### config.mk
export PLATFORM = sky130hd
export DESIGN_NAME = ls_single_xfer
export DESIGN_NICKNAME = d
export VERILOG_FILES = /design/src/rtl/ls_xfer_pkg.sv /design/src/rtl/ls_xfer_ctrl.sv /design/src/rtl/ls_xfer_datapath.sv /design/src/rtl/ls_single_xfer.sv
export SDC_FILE = /design/constraint.sdc
export NUM_CORES = 1
export LEC_CHECK = 0
export BUFFER_PORTS_ARGS = -buffer_cell sky130_fd_sc_hd__buf_2
export CAP_MARGIN = 20
export CORE_MARGIN = 5
export CORE_UTILIZATION = 35
export CTS_CLUSTER_DIAMETER = 150
export CTS_CLUSTER_SIZE = 25
export DETAILED_ROUTE_END_ITERATION = 8
export GPL_TIMING_DRIVEN = 0
export PLACE_DENSITY = 0.67
export SYNTH_ARGS = -nofsm -noshare
export SYNTH_HDL_FRONTEND = slang
export SYNTH_SLANG_ARGS = --single-unit
### constraint.sdc
create_clock -name clk -period 10.9 [get_ports clk]
set_input_delay 2.18 -clock clk [delete_from_list [all_inputs] [get_ports clk]]
set_output_delay 2.18 -clock clk [all_outputs]
set_load 0.005 [all_outputs]
### src/rtl/ls_xfer_pkg.sv
package ls_xfer_pkg;

  typedef enum logic [1:0] {
    ST_IDLE   = 2'd0,
    ST_ACCESS = 2'd1,
    ST_STALL  = 2'd2,
    ST_FINISH = 2'd3
  } xferState_t;

  // Strobes from control to datapath
  typedef struct packed {
    logic capture;  // latch operation fields
    logic access;   // memory access cycle
    logic finish;   // register-file write cycle
  } xferStrobe_t;

endpackage

### src/rtl/ls_xfer_ctrl.sv
module ls_xfer_ctrl
  import ls_xfer_pkg::*;
(
  input  logic        clk,
  input  logic        rstN,
  input  logic        start,
  input  logic        regShift,
  output xferStrobe_t strobe,
  output logic        busy
);

  xferState_t state, stateNext;
  logic       shiftQ;

  always_comb begin
    stateNext = state;
    unique case (state)
      ST_IDLE:   if (start) stateNext = ST_ACCESS;
      ST_ACCESS: stateNext = shiftQ ? ST_STALL : ST_FINISH;
      ST_STALL:  stateNext = ST_FINISH;
      ST_FINISH: stateNext = ST_IDLE;
      default:   stateNext = ST_IDLE;
    endcase
  end

  always_ff @(posedge clk) begin
    if (!rstN) begin
      state  <= ST_IDLE;
      shiftQ <= 1'b0;
    end else begin
      state <= stateNext;
      if (state == ST_IDLE && start) shiftQ <= regShift;
    end
  end

  always_comb begin
    strobe.capture = (state == ST_IDLE) && start;
    strobe.access  = (state == ST_ACCESS);
    strobe.finish  = (state == ST_FINISH);
  end

  assign busy = (state != ST_IDLE);

  AST_STALL_THEN_FINISH: assert property (@(posedge clk) disable iff (!rstN)
    (state == ST_STALL) |=> (state == ST_FINISH));
  AST_FINISH_FOLLOWS_WORK: assert property (@(posedge clk) disable iff (!rstN)
    strobe.finish |-> ($past(strobe.access) || $past(state == ST_STALL)));
  AST_STROBES_EXCLUSIVE: assert property (@(posedge clk) disable iff (!rstN)
    $onehot0({strobe.access, strobe.finish, state == ST_STALL}));

endmodule

### src/rtl/ls_xfer_datapath.sv
module ls_xfer_datapath
  import ls_xfer_pkg::*;
#(
  parameter int ADDR_W = 26,
  parameter int DATA_W = 32,
  parameter int IDX_W  = 4
) (
  input  logic              clk,
  input  logic              rstN,
  input  xferStrobe_t       strobe,
  input  logic              isLoad,
  input  logic              preIndex,
  input  logic              writeBack,
  input  logic              regShift,
  input  logic [ADDR_W-1:0] baseVal,
  input  logic [ADDR_W-1:0] offImm,
  input  logic [ADDR_W-1:0] offShift,
  input  logic [DATA_W-1:0] storeVal,
  input  logic [IDX_W-1:0]  rdIdx,
  input  logic [IDX_W-1:0]  rnIdx,
  input  logic [DATA_W-1:0] rdData,
  output logic              memRd,
  output logic              memWr,
  output logic [ADDR_W-1:0] memAddr,
  output logic [DATA_W-1:0] memWdata,
  output logic              rfLdEn,
  output logic [IDX_W-1:0]  rfLdIdx,
  output logic [DATA_W-1:0] rfLdData,
  output logic              rfWbEn,
  output logic [IDX_W-1:0]  rfWbIdx,
  output logic [ADDR_W-1:0] rfWbData
);

  localparam int LANES     = DATA_W / 8;
  localparam int LANE_BITS = $clog2(LANES);

  logic              loadQ, preQ, wbQ, shiftQ;
  logic [ADDR_W-1:0] baseQ, offImmQ, offShiftQ;
  logic [DATA_W-1:0] storeQ, loadWordQ;
  logic [IDX_W-1:0]  rdQ, rnQ;

  always_ff @(posedge clk) begin
    if (!rstN) begin
      loadQ     <= 1'b0;
      preQ      <= 1'b0;
      wbQ       <= 1'b0;
      shiftQ    <= 1'b0;
      baseQ     <= '0;
      offImmQ   <= '0;
      offShiftQ <= '0;
      storeQ    <= '0;
      rdQ       <= '0;
      rnQ       <= '0;
    end else if (strobe.capture) begin
      loadQ     <= isLoad;
      preQ      <= preIndex;
      wbQ       <= writeBack;
      shiftQ    <= regShift;
      baseQ     <= baseVal;
      offImmQ   <= offImm;
      offShiftQ <= offShift;
      storeQ    <= storeVal;
      rdQ       <= rdIdx;
      rnQ       <= rnIdx;
    end
  end

  // Address generation: only a register-shift load uses the shift offset
  logic [ADDR_W-1:0] addrOff, addrSum, xferAddr, wbSum;
  always_comb begin
    addrOff  = (loadQ && shiftQ) ? offShiftQ : offImmQ;
    addrSum  = baseQ + addrOff;
    xferAddr = preQ ? addrSum : baseQ;
    wbSum    = baseQ + offImmQ;
  end

  // Byte rotation of the fetched word
  logic [LANE_BITS-1:0] rotSel;
  logic [DATA_W-1:0]    rotWord;
  assign rotSel = xferAddr[LANE_BITS-1:0];

  always_comb begin
    rotWord = '0;
    for (int i = 0; i < LANES; i++) begin
      logic [LANE_BITS-1:0] src;
      src = LANE_BITS'(i) + rotSel;
      rotWord[i*8 +: 8] = rdData[src*8 +: 8];
    end
  end

  always_ff @(posedge clk) begin
    if (!rstN) loadWordQ <= '0;
    else if (strobe.access && loadQ) loadWordQ <= rotWord;
  end

  assign memRd    = strobe.access && loadQ;
  assign memWr    = strobe.access && !loadQ;
  assign memAddr  = {xferAddr[ADDR_W-1:LANE_BITS], {LANE_BITS{1'b0}}};
  assign memWdata = storeQ;

  assign rfLdEn   = strobe.finish && loadQ;
  assign rfLdIdx  = rdQ;
  assign rfLdData = loadWordQ;
  assign rfWbEn   = strobe.finish && wbQ && !(loadQ && rdQ == rnQ);
  assign rfWbIdx  = rnQ;
  assign rfWbData = wbSum;

  AST_ADDR_ALIGNED: assert property (@(posedge clk) disable iff (!rstN)
    (memRd || memWr) |-> (memAddr[LANE_BITS-1:0] == '0));
  AST_ONE_MEM_OP: assert property (@(posedge clk) disable iff (!rstN)
    !(memRd && memWr));
  AST_LOAD_WINS: assert property (@(posedge clk) disable iff (!rstN)
    (rfLdEn && rfWbEn) |-> (rfLdIdx != rfWbIdx));
  AST_LOAD_DATA_HELD: assert property (@(posedge clk) disable iff (!rstN)
    (rfLdEn && !$past(memRd)) |-> $stable(rfLdData));
  AST_WB_ONLY_AT_END: assert property (@(posedge clk) disable iff (!rstN)
    (rfWbEn || rfLdEn) |-> !(memRd || memWr));

endmodule

### src/rtl/ls_single_xfer.sv
module ls_single_xfer
  import ls_xfer_pkg::*;
#(
  parameter int ADDR_W = 26,
  parameter int DATA_W = 32,
  parameter int IDX_W  = 4
) (
  input  logic              clk,
  input  logic              rstN,
  input  logic              start,
  input  logic              isLoad,
  input  logic              preIndex,
  input  logic              writeBack,
  input  logic              regShift,
  input  logic [ADDR_W-1:0] baseVal,
  input  logic [ADDR_W-1:0] offImm,
  input  logic [ADDR_W-1:0] offShift,
  input  logic [DATA_W-1:0] storeVal,
  input  logic [IDX_W-1:0]  rdIdx,
  input  logic [IDX_W-1:0]  rnIdx,
  input  logic [DATA_W-1:0] rdData,
  output logic              busy,
  output logic              done,
  output logic              memRd,
  output logic              memWr,
  output logic [ADDR_W-1:0] memAddr,
  output logic [DATA_W-1:0] memWdata,
  output logic              rfLdEn,
  output logic [IDX_W-1:0]  rfLdIdx,
  output logic [DATA_W-1:0] rfLdData,
  output logic              rfWbEn,
  output logic [IDX_W-1:0]  rfWbIdx,
  output logic [ADDR_W-1:0] rfWbData
);

  xferStrobe_t strobe;

  ls_xfer_ctrl u_ctrl (
    .clk      (clk),
    .rstN     (rstN),
    .start    (start),
    .regShift (regShift),
    .strobe   (strobe),
    .busy     (busy)
  );

  ls_xfer_datapath #(
    .ADDR_W (ADDR_W),
    .DATA_W (DATA_W),
    .IDX_W  (IDX_W)
  ) u_dp (
    .clk       (clk),
    .rstN      (rstN),
    .strobe    (strobe),
    .isLoad    (isLoad),
    .preIndex  (preIndex),
    .writeBack (writeBack),
    .regShift  (regShift),
    .baseVal   (baseVal),
    .offImm    (offImm),
    .offShift  (offShift),
    .storeVal  (storeVal),
    .rdIdx     (rdIdx),
    .rnIdx     (rnIdx),
    .rdData    (rdData),
    .memRd     (memRd),
    .memWr     (memWr),
    .memAddr   (memAddr),
    .memWdata  (memWdata),
    .rfLdEn    (rfLdEn),
    .rfLdIdx   (rfLdIdx),
    .rfLdData  (rfLdData),
    .rfWbEn    (rfWbEn),
    .rfWbIdx   (rfWbIdx),
    .rfWbData  (rfWbData)
  );

  assign done = strobe.finish;

endmodule

==> results of run 1 <==
## path summary, 6_finish.rpt
check,startpoint,to,slack [ns],cells after the start
worst min register to register,u_dp.rfLdData[16],u_dp.rfLdData[16],0.45,2
worst min-delay path,u_dp.rfLdData[16],u_dp.rfLdData[16],0.45,2
worst max-delay path,u_dp.loadQ,memAddr[18],3.80,13
worst max register to register,u_dp.loadQ,u_dp.rfLdData[23],6.43,10
## where the power goes
group          switching (mW)  internal, mW  leakage (nW)
sequential             0.0822         0.664          1.27
clock                   0.268         0.318         0.265
combinational           0.591         0.383          4.07
total                   0.941          1.37          5.61
## sequential cells by signal, indices dropped and copies added (netlist names)
name,cells
u_dp.memWdata,32
u_dp.rfLdData,32
u_dp.baseQ,26
u_dp.offImmQ,26
u_dp.offShiftQ,26
u_dp.rfLdIdx,4
u_dp.rfWbIdx,4
u_ctrl.state,2
u_dp.loadQ,1
u_dp.preQ,1
u_dp.shiftQ,1
u_dp.wbQ,1
## metrics by stage
step | std cells | hold WS (ns) | setup slack (ns) | power, mW
after floorplan | 1228 | 0.441 | 5.44 | 1.36
after global placement | 1895 | 0.434 | 4.23 | 1.72
after detailed placement | 1895 | 0.445 | 4.15 | 1.74
after CTS | 1926 | 0.454 | 3.66 | 2.33
after global routing | 1926 | 0.468 | 3.53 | 2.47
final | 1926 | 0.449 | 3.80 | 2.31
## cell usage in the layout (no fill, tap or decap), types with 19 or more instances in the layout
master / count
mux2_2: 46
ha_1: 57
buf_2: 294
xnor2_1: 30
a21boi_1: 26
o21ai_0: 25
a21oi_1: 48
dfxtp_1: 156
a21boi_0: 130
a21o_1: 19
nand2_1: 352
nand3_1: 21
o211ai_1: 25
clkbuf_1: 57
## worst register-to-register path, delay by kind of cell (launching register included)
kind	cells	cell delay (ns)
flip-flops	1	0.39
buffers and inverters	2	1.13
adder cells (fa/ha/maj)	2	0.77
AO/OA/AOI/OAI	1	0.06
multiplexers	3	1.46
AND/OR/NAND/NOR	2	0.55
## kinds of logic after synthesis
logic type                 Yosys count  share of synthesized area (%)
and+or+nand+nor                    455                           18.9
AOI/OAI and AO/OA                  339                           24.1
DFF                                156                           31.2
buffers and inverters               96                           3.88
muxes                               75                           10.3
adders and majority gates           59                           7.52
xor gates and xnor gates            46                           4.10
other                                1                         0.0374
## metal layers
metal  up-vias  GRT usage [%]  share of wire [%]
met3        37           5.53                7.9
met5         -              0              0.065
li1       4893              -                  -
met4         4           5.59                2.0
met1      4619           27.2                 43
met2       351           37.8                 47
## area by class of cell
cell class              instances  share of cell area, %
plain buffers                  77                   2.55
well taps                     384                   3.85
multi-input cells             976                   52.2
flip-flops and latches        156                   25.0
inverters                      19                  0.571
clock buffers                  17                   3.41
repair buffers                283                   11.3
clock inverters                14                   1.10
==> impl_metrics.csv, run 1 <==
group,metric,value,unit
floorplan,pin_count,287,
floorplan,die_h,179,um
grt,grt.overflow.total,0,
synthesis,async_flop_share,0,%
sta,clock_skew,0.0181,ns
placed_design,placed_cell_area,11900,sq um
status,status,"finished, final reports clean",
placed_design,gp_congestion,0.938,
setup_path,worstPathMaxFanout,10,
drt,wl_per_cell,18.5,um
drt,drcViolationCount,0,
final_layout,multiInputGateArea,6510,sq um
setup_path,crit_path_top_delay_cell,"clkbuf_1",
grt,grt_pass1_wl,54300,um
floorplan,row_count,62,
synthesis,synth_cell_type_count,69,
synthesis,yosys_warnings,0,
clock_tree,cts_resized,0,
sta,finalCritPeriodShare,65.2,%
floorplan,fp.dieW,179,um
placed_design,hpwl,28800,um
floorplan,initial_utilization,35.2,%
grt,gr-usage-all-layers,21.9,%
synthesis,avgSynthCellArea,8.16,sq um
setup_path,cp.arrival,4.92,ns
sta,slew_headroom,39.3,%
synthesis,synth_ff_type,"dfxtp_1",
final_layout,fin_area,12500,sq um
clock_tree,cts_buffers,17,
sta,setup_viol,0,
sta,slew_viol_final,0,
floorplan,die-area,32100,sq um
synthesis,yosys-top-cells-count,"nand2_1, dfxtp_1, a21boi_0",
sta,period_needed,7.10,ns
synthesis,synth_area,10000,sq um
pwr,p_leak,5.61,nW
pwr,p_per_area,185,nW/um^2
synthesis,synthTopCellsByArea,"dfxtp_1, nand2_1, a21boi_0",
grt,grt_max_degree,17,
clock_tree,path_clk_slew,0.07,ns
synthesis,synth_area_leader_cell,"dfxtp_1",
clock_tree,tritoncts,"done",
pwr,worst_ir_drop_vdd,94.4,uV
job,drv_cap,0,
final_layout,nets,1746,
clock_tree,cts.sinks,156,
setup_path,cp_cell_sequence,"nand2_1 > clkbuf_1 > mux2_2 > ha_1 > fa_1 > a211oi_1 > nor4_1 > nor2_1 > a21oi_1 > a221oi_2 > xnor2_1 > mux2_2 > buf_2",
clock_tree,clk_path_buf_depth,2,
final_layout,ff_latch_area,3120,sq um
synthesis,netlist_instances,1227,
setup_path,max_stage_delay,0.74,ns
placed_design,portBuffers,283,
clock_tree,cts_setup_buffers,0,
sta,hold_viol_final,0,
setup_path,required,8.72,ns
synthesis,synth-seq-cells,156,
grt,antenna_found_initial,3,
synthesis,yosysMostFrequentCell,"nand2_1",
synthesis,synth_edf_count,0,
drt,drt_iter0_drc,502,
floorplan,core,28500,sq um
drt,viasPerCell,5.14,
clock_tree,ctsHoldBuffers,0,
drt,drtAntennaViolNets,0,
sta,rsz0062_at_grt,"no",
clock_tree,root_buffer,"clkbuf_16",
synthesis,synth.top_cell.area_share,31.2,%
setup_path,path_class,"flip-flop to primary output",
sta,fin_tns_setup,0,ns
drt,vias,9904,
sta,clock.fmax,0.141,GHz
clock_tree,clock_latency,0.43,ns
min_path,min_path_type,"flip-flop to flip-flop",
sta,tightest_slew,0.911,ns
final_layout,utilization,43.8,%
setup_path,cp_num_buf_inv,2,
drt,first_pass_iters,4,
setup_path,cpLargestDelayFamily,"compound AO/OA/AOI/OAI gates",
final_layout,antennaDiodeCount,0,
setup_path,end_kind,"primary output",
setup_path,crit_path_start_kind,"flip-flop",
final_layout,area_growth,24.6,%
drt,drt-total-wl,35600,um
final_layout,drive_above_1_share,26.4,%
grt,grt_pass1_vias,9873,
synthesis,synth-seq-area-share,31.2,%
final_layout,nFillCells,2967,
setup_path,crit_top_cell,"mux2_2",
clock_tree,h-tree-depth,4,
No activity file was read; power rests on OpenSTA's default activity.
==> inputs of run 2 (changes only) <==
--- a/config.mk
+++ b/config.mk
@@ -13,7 +13,7 @@
 export CTS_CLUSTER_SIZE = 25
 export DETAILED_ROUTE_END_ITERATION = 8
 export GPL_TIMING_DRIVEN = 0
-export PLACE_DENSITY = 0.67
+export PLACE_DENSITY = 0.69
 export SYNTH_ARGS = -nofsm -noshare
 export SYNTH_HDL_FRONTEND = slang
 export SYNTH_SLANG_ARGS = --single-unit
==> constraint.sdc (replaced) <==
create_clock -name clk -period 6 [get_ports clk]
set_input_delay 1.2 -clock clk [delete_from_list [all_inputs] [get_ports clk]]
set_output_delay 1.2 -clock clk [all_outputs]
set_load 0.005 [all_outputs]
==> impl_metrics.csv, run 2 (synthesized netlist as in run 1, its figures left out) <==
group,metric,value,unit
floorplan,row_count,62,
sta,period_needed,5.64,ns
drt,viasPerCell,5.20,
drt,wl_met2,17400,um
setup_path,cpLargestDelayFamily,"compound AO/OA/AOI/OAI gates",
placed_design,hpwl,29100,um
final_layout,drive_above_1_share,26.6,%
setup_path,worstPathMaxFanout,10,
final_layout,layout_common_cells,"nand2_1, buf_2, dfxtp_1",
drt,routed.top_layer,"met5",
status,status,"finished, final reports clean",
clock_tree,clock_latency,0.43,ns
clock_tree,ctsHoldBuffers,0,
drt,drt-total-wl,36500,um
pwr,p_leak,5.64,nW
pwr,seqPwrFrac,31.9,%
floorplan,die-area,32100,sq um
grt,gr-usage-all-layers,22.4,%
sta,clock.fmax,0.177,GHz
drt,wl_per_cell,18.9,um
placed_design,portBuffers,283,
floorplan,die_h,179,um
setup_path,reg2reg_to,"u_dp.rfLdData[10]",
setup_path,end_kind,"primary output",
pwr,clkPwrFrac,26.3,%
sta,clock_skew,0.0136,ns
setup_path,crit_path_top_delay_cell,"o31ai_1",
pwr,switchingPower,1.74,mW
floorplan,initial_utilization,35.2,%
floorplan,core,28500,sq um
sta,slew_headroom,46.3,%
final_layout,fin_area,12500,sq um
sta,rsz0062_at_grt,"no",
min_path,min_to,"u_dp.rfLdData[22]",
min_path,min-delay-start,"u_dp.rfLdData[22]",
sta,hold_viol_final,0,
drt,wl_met3,3010,um
sta,slew_viol_final,0,
pwr,worst_ir_drop_vdd,164,uV
setup_path,cp_num_buf_inv,2,
clock_tree,cts.sinks,156,
drt,drtAntennaViolNets,0,
pwr,p_int,2.50,mW
sta,setup_viol,0,
placed_design,gp_congestion,0.938,
grt,grt_max_degree,17,
setup_path,required,4.80,ns
pwr,p_per_area,340,nW/um^2
clock_tree,path_clk_slew,0.06,ns
final_layout,layout_commonest_cell,"nand2_1",
setup_path,crit_top_cell,"a21o_1",
drt,drcViolationCount,0,
pwr,p_sw_share,41.1,%
clock_tree,tritoncts,"done",
final_layout,nets,1746,
setup_path,ff2ff_setup_slack,2.08,ns
final_layout,area_growth,24.9,%
setup_path,cp.arrival,4.44,ns
clock_tree,clk_path_buf_depth,2,
clock_tree,cts_buffers,17,
clock_tree,cts_setup_buffers,0,
floorplan,pin_count,287,
pwr,comb_power_share,41.9,%
drt,routedLengthMet1,15400,um
grt,antenna_found_initial,4,
sta,finalCritPeriodShare,94.0,%
clock_tree,cts_resized,1,
setup_path,crit_start,"u_dp.loadQ",
setup_path,worstRegToRegCells,10,
sta,fin_tns_setup,0,ns
min_path,hold_path_depth,2,
grt,grt_pass1_vias,9941,
sta,tightest_slew,0.806,ns
placed_design,dp_slack,0.434,ns
final_layout,ff_latch_area,3120,sq um
job,drv_cap,0,
drt,first_pass_iters,5,
clock_tree,h-tree-depth,4,
final_layout,nFillCells,2988,
setup_path,path_class,"flip-flop to primary output",
clock_tree,root_buffer,"clkbuf_16",
sta,fin_ws,0.358,ns
grt,grt_pass1_wl,55300,um
pwr,finalPower,4.25,mW
setup_path,cp_cell_sequence,"nand2_2 > clkbuf_2 > mux2_2 > ha_1 > fa_1 > a211oi_1 > nor4_1 > nor2_1 > a21o_1 > a21o_1 > a21oi_1 > o31ai_1 > buf_2",
grt,grt.overflow.total,0,
setup_path,cp_num_cells,13,
placed_design,placed_cell_area,11900,sq um
floorplan,fp.dieW,179,um
setup_path,crit_path_start_kind,"flip-flop",
final_layout,multiInputGateArea,6510,sq um
setup_path,r2r-start,"u_dp.loadQ",
drt,drt_iter0_drc,464,
setup_path,max_stage_delay,0.49,ns
drt,vias,10000,
min_path,min_path_type,"flip-flop to flip-flop",
==> run 2: metal layers <==
metal  track usage (%)  vias up
met2              38.8      373
met3              5.97       42
met5                 0        -
met1              27.9     4706
met4              4.67        6
li1                  -     4896
==> run 2: layout make-up <==
| cell class | instances | share of cell area, % |
|---|---|---|
| multi-input combinational | 976 | 52.0 |
| sequential | 156 | 25.0 |
| timing repair buffer | 283 | 11.3 |
| tap | 384 | 3.84 |
| clock buffer | 18 | 3.51 |
| buffer | 77 | 2.55 |
| clock inverter | 14 | 1.20 |
| inverter | 19 | 0.570 |
| antenna | 1 | 0.0200 |
==> run 2: metrics by stage <==
| step | hold slack (ns) | util [%] | cells |
|---|---|---|---|
| after floorplan | 0.441 | - | 1228 |
| after global placement | 0.434 | 41.9 | 1895 |
| after detailed placement | 0.443 | 41.9 | 1895 |
| after CTS | 0.452 | 43.9 | 1927 |
| after global routing | 0.472 | 43.9 | 1927 |
| final | 0.447 | 44.0 | 1928 |
==> run 2: power by group through the flow <==
stage	combinational [mW]	sequential [mW]	clock, mW
3_5_place_dp	1.78	1.38	0
3_3_place_gp	1.76	1.37	0
2_1_floorplan	1.14	1.33	0
4_1_cts	1.80	1.35	1.14
6_report	1.78	1.35	1.12
5_1_grt	1.98	1.38	1.19
==> run 2: worst max-delay path by stage <==
stage / to / slack, ns
final: memAddr[16] / 0.36
after global routing: memAddr[20] / 0.16
after CTS: memAddr[20] / 0.19
after detailed placement: memAddr[20] / 0.43
after global placement: memAddr[18] / 0.34
after floorplan: memAddr[20] / 1.52
==> run 2: tightest hold or removal path, delay by kind of cell (launching register included) <==
kind	cells	cell delay (ns)
flip-flops	1	0.31
AO/OA/AOI/OAI	1	0.05
AND/OR/NAND/NOR	1	0.05
==> inputs of run 3 (changes only) <==
--- a/config.mk
+++ b/config.mk
@@ -13,7 +13,6 @@
 export CTS_CLUSTER_SIZE = 25
 export DETAILED_ROUTE_END_ITERATION = 8
 export GPL_TIMING_DRIVEN = 0
-export PLACE_DENSITY = 0.69
 export SYNTH_ARGS = -nofsm -noshare
 export SYNTH_HDL_FRONTEND = slang
 export SYNTH_SLANG_ARGS = --single-unit
==> impl_metrics.csv, run 3 (synthesized netlist as in run 1, its figures left out) <==
group,metric,value,unit
status,status,"finished, final reports clean",
pwr,clkPwrFrac,26.0,%
clock_tree,tritoncts,"done",
grt,grt.overflow.total,0,
pwr,comb_power_share,41.7,%
pwr,p_leak,5.62,nW
floorplan,row_count,62,
setup_path,ff2ff_setup_slack,2.07,ns
setup_path,cp_num_cells,13,
placed_design,portBuffers,283,
clock_tree,ctsHoldBuffers,0,
sta,slew_headroom,47.6,%
drt,first_pass_iters,5,
placed_design,dp_slack,0.374,ns
sta,rsz0062_at_grt,"no",
sta,tightest_slew,0.786,ns
final_layout,fin_area,12500,sq um
sta,period_needed,5.55,ns
pwr,switchingPower,1.67,mW
sta,slew_viol_final,0,
floorplan,initial_utilization,35.2,%
setup_path,path_class,"flip-flop to primary output",
final_layout,drive_above_1_share,26.5,%
floorplan,pin_count,287,
sta,fin_ws,0.450,ns
setup_path,max_stage_delay,0.47,ns
setup_path,crit_top_cell,"mux2_2",
min_path,min_path_type,"flip-flop to flip-flop",
drt,vias,9801,
drt,drt_iter0_drc,486,
sta,clock_skew,0.0146,ns
clock_tree,root_buffer,"clkbuf_16",
final_layout,area_growth,24.9,%
placed_design,placed_cell_area,11900,sq um
floorplan,core,28500,sq um
setup_path,cp_cell_sequence,"nand2_2 > clkbuf_2 > mux2_2 > ha_1 > fa_1 > a211oi_1 > nor4_1 > nor2_1 > a21oi_1 > o21a_1 > xor2_1 > mux2_2 > buf_2",
clock_tree,clock_latency,0.44,ns
setup_path,crit_start,"u_dp.loadQ",
pwr,p_per_area,335,nW/um^2
sta,fin_tns_setup,0,ns
sta,clock.fmax,0.180,GHz
final_layout,nets,1746,
sta,finalCritPeriodShare,92.5,%
clock_tree,cts_setup_buffers,0,
pwr,seqPwrFrac,32.3,%
pwr,worst_ir_drop_vdd,168,uV
setup_path,cp-endpoint,"memAddr[20]",
clock_tree,cts_buffers,17,
drt,wl_per_cell,17.7,um
pwr,p_sw_share,40.0,%
floorplan,fp.dieW,179,um
final_layout,nFillCells,2958,
setup_path,worstPathMaxFanout,10,
setup_path,required,4.80,ns
final_layout,layout_commonest_cell,"nand2_1",
drt,drcViolationCount,0,
final_layout,layout_common_cells,"nand2_1, buf_2, dfxtp_1",
clock_tree,path_clk_slew,0.06,ns
grt,gr-usage-all-layers,20.9,%
setup_path,cp.arrival,4.35,ns
grt,antenna_found_initial,1,
setup_path,worstRegToRegCells,10,
placed_design,hpwl,27600,um
clock_tree,cts.sinks,156,
placed_design,gp_congestion,0.951,
floorplan,die-area,32100,sq um
final_layout,fin_cells,1928,
setup_path,end_kind,"primary output",
sta,hold_viol_final,0,
pwr,finalPower,4.18,mW
setup_path,cpLargestDelayFamily,"compound AO/OA/AOI/OAI gates",
job,drv_cap,0,
drt,viasPerCell,5.08,
grt,grt_pass1_wl,51900,um
setup_path,r2r-start,"u_dp.loadQ",
setup_path,reg2reg_to,"u_dp.rfLdData[23]",
sta,setup_viol,0,
setup_path,cp_num_buf_inv,2,
floorplan,die_h,179,um
setup_path,crit_path_top_delay_cell,"fa_1",
drt,drtAntennaViolNets,0,
clock_tree,h-tree-depth,4,
clock_tree,clk_path_buf_depth,2,
setup_path,crit_path_start_kind,"flip-flop",
placed_design,place_inst,1895,
pwr,p_int,2.51,mW
drt,drt-total-wl,34200,um
grt,grt_pass1_vias,9488,
grt,grt_max_degree,17,
==> run 3: cell types whose count changed in the layout (fill, tap and decap cells not counted), sizes merged <==
cell      previous run  this run
clkbuf              75        78
inv                 26        19
clkinvlp             0         4
==> run 3: through the flow <==
step / utilization (%) / hold WS, ns
global route: 43.9 / 0.468
global placement: 41.9 / 0.435
CTS: 43.9 / 0.448
detailed placement: 41.9 / 0.440
finish: 43.9 / 0.445
floorplan: - / 0.441
==> run 3: area by class of cell <==
| type | instances | area, sq um | area share, % |
|---|---|---|---|
| sequential | 156 | 3120 | 25.0 |
| buffer | 77 | 319 | 2.55 |
| tap | 384 | 480 | 3.84 |
| multi-input combinational | 976 | 6510 | 52.1 |
| timing repair buffer | 283 | 1420 | 11.3 |
| clock buffer | 21 | 470 | 3.76 |
| antenna | 1 | 2.50 | 0.0200 |
| inverter | 19 | 71.3 | 0.570 |
| clock inverter | 11 | 113 | 0.900 |
==> run 3: power groups by stage <==
stage | clock, mW | combinational (mW) | sequential [mW]
after floorplan | 0 | 1.14 | 1.33
after global placement | 0 | 1.73 | 1.37
after detailed placement | 0 | 1.75 | 1.37
after CTS | 1.12 | 1.76 | 1.35
after global routing | 1.17 | 1.95 | 1.38
final | 1.09 | 1.74 | 1.35
==> run 3: repair_timing <==
| item | 4_1_cts | 5_1_grt |
|---|---|---|
| hold endpoints to repair | 0 | 0 |
| pin swaps | 0 | 0 |
| endpoints found under the setup margin | 5 | 3 |
| gates resized for setup | 1 | 1 |
==> run 3: tightest hold or removal path: stages, from the launching register on <==
cell and delay [ns]:
dfxtp_1 0.30, nand2_1 0.05, a21boi_1 0.05
==> run 3: how the worst min path moves through the flow <==
stage          depth (start not counted)            endpoint                from
3_3_place_gp                           2   u_dp.rfLdData[24]   u_dp.rfLdData[24]
3_5_place_dp                           2   u_dp.rfLdData[20]   u_dp.rfLdData[20]
6_report                               2   u_dp.rfLdData[17]   u_dp.rfLdData[17]
2_1_floorplan                          2  u_dp.offShiftQ[10]  u_dp.offShiftQ[10]
4_1_cts                                2   u_dp.rfLdData[17]   u_dp.rfLdData[17]
5_1_grt                                2   u_dp.rfLdData[17]   u_dp.rfLdData[17]
==> run 3: routing by layer <==
layer	wire length, um	share of wire [%]	vias up	GRT usage, %
met3	2570	7.5	44	5.88
met4	654	1.9	2	5.68
li1	-	-	4906	-
met5	7	0.020	-	0
met1	15000	44	4550	26.4
met2	16000	47	299	35.1
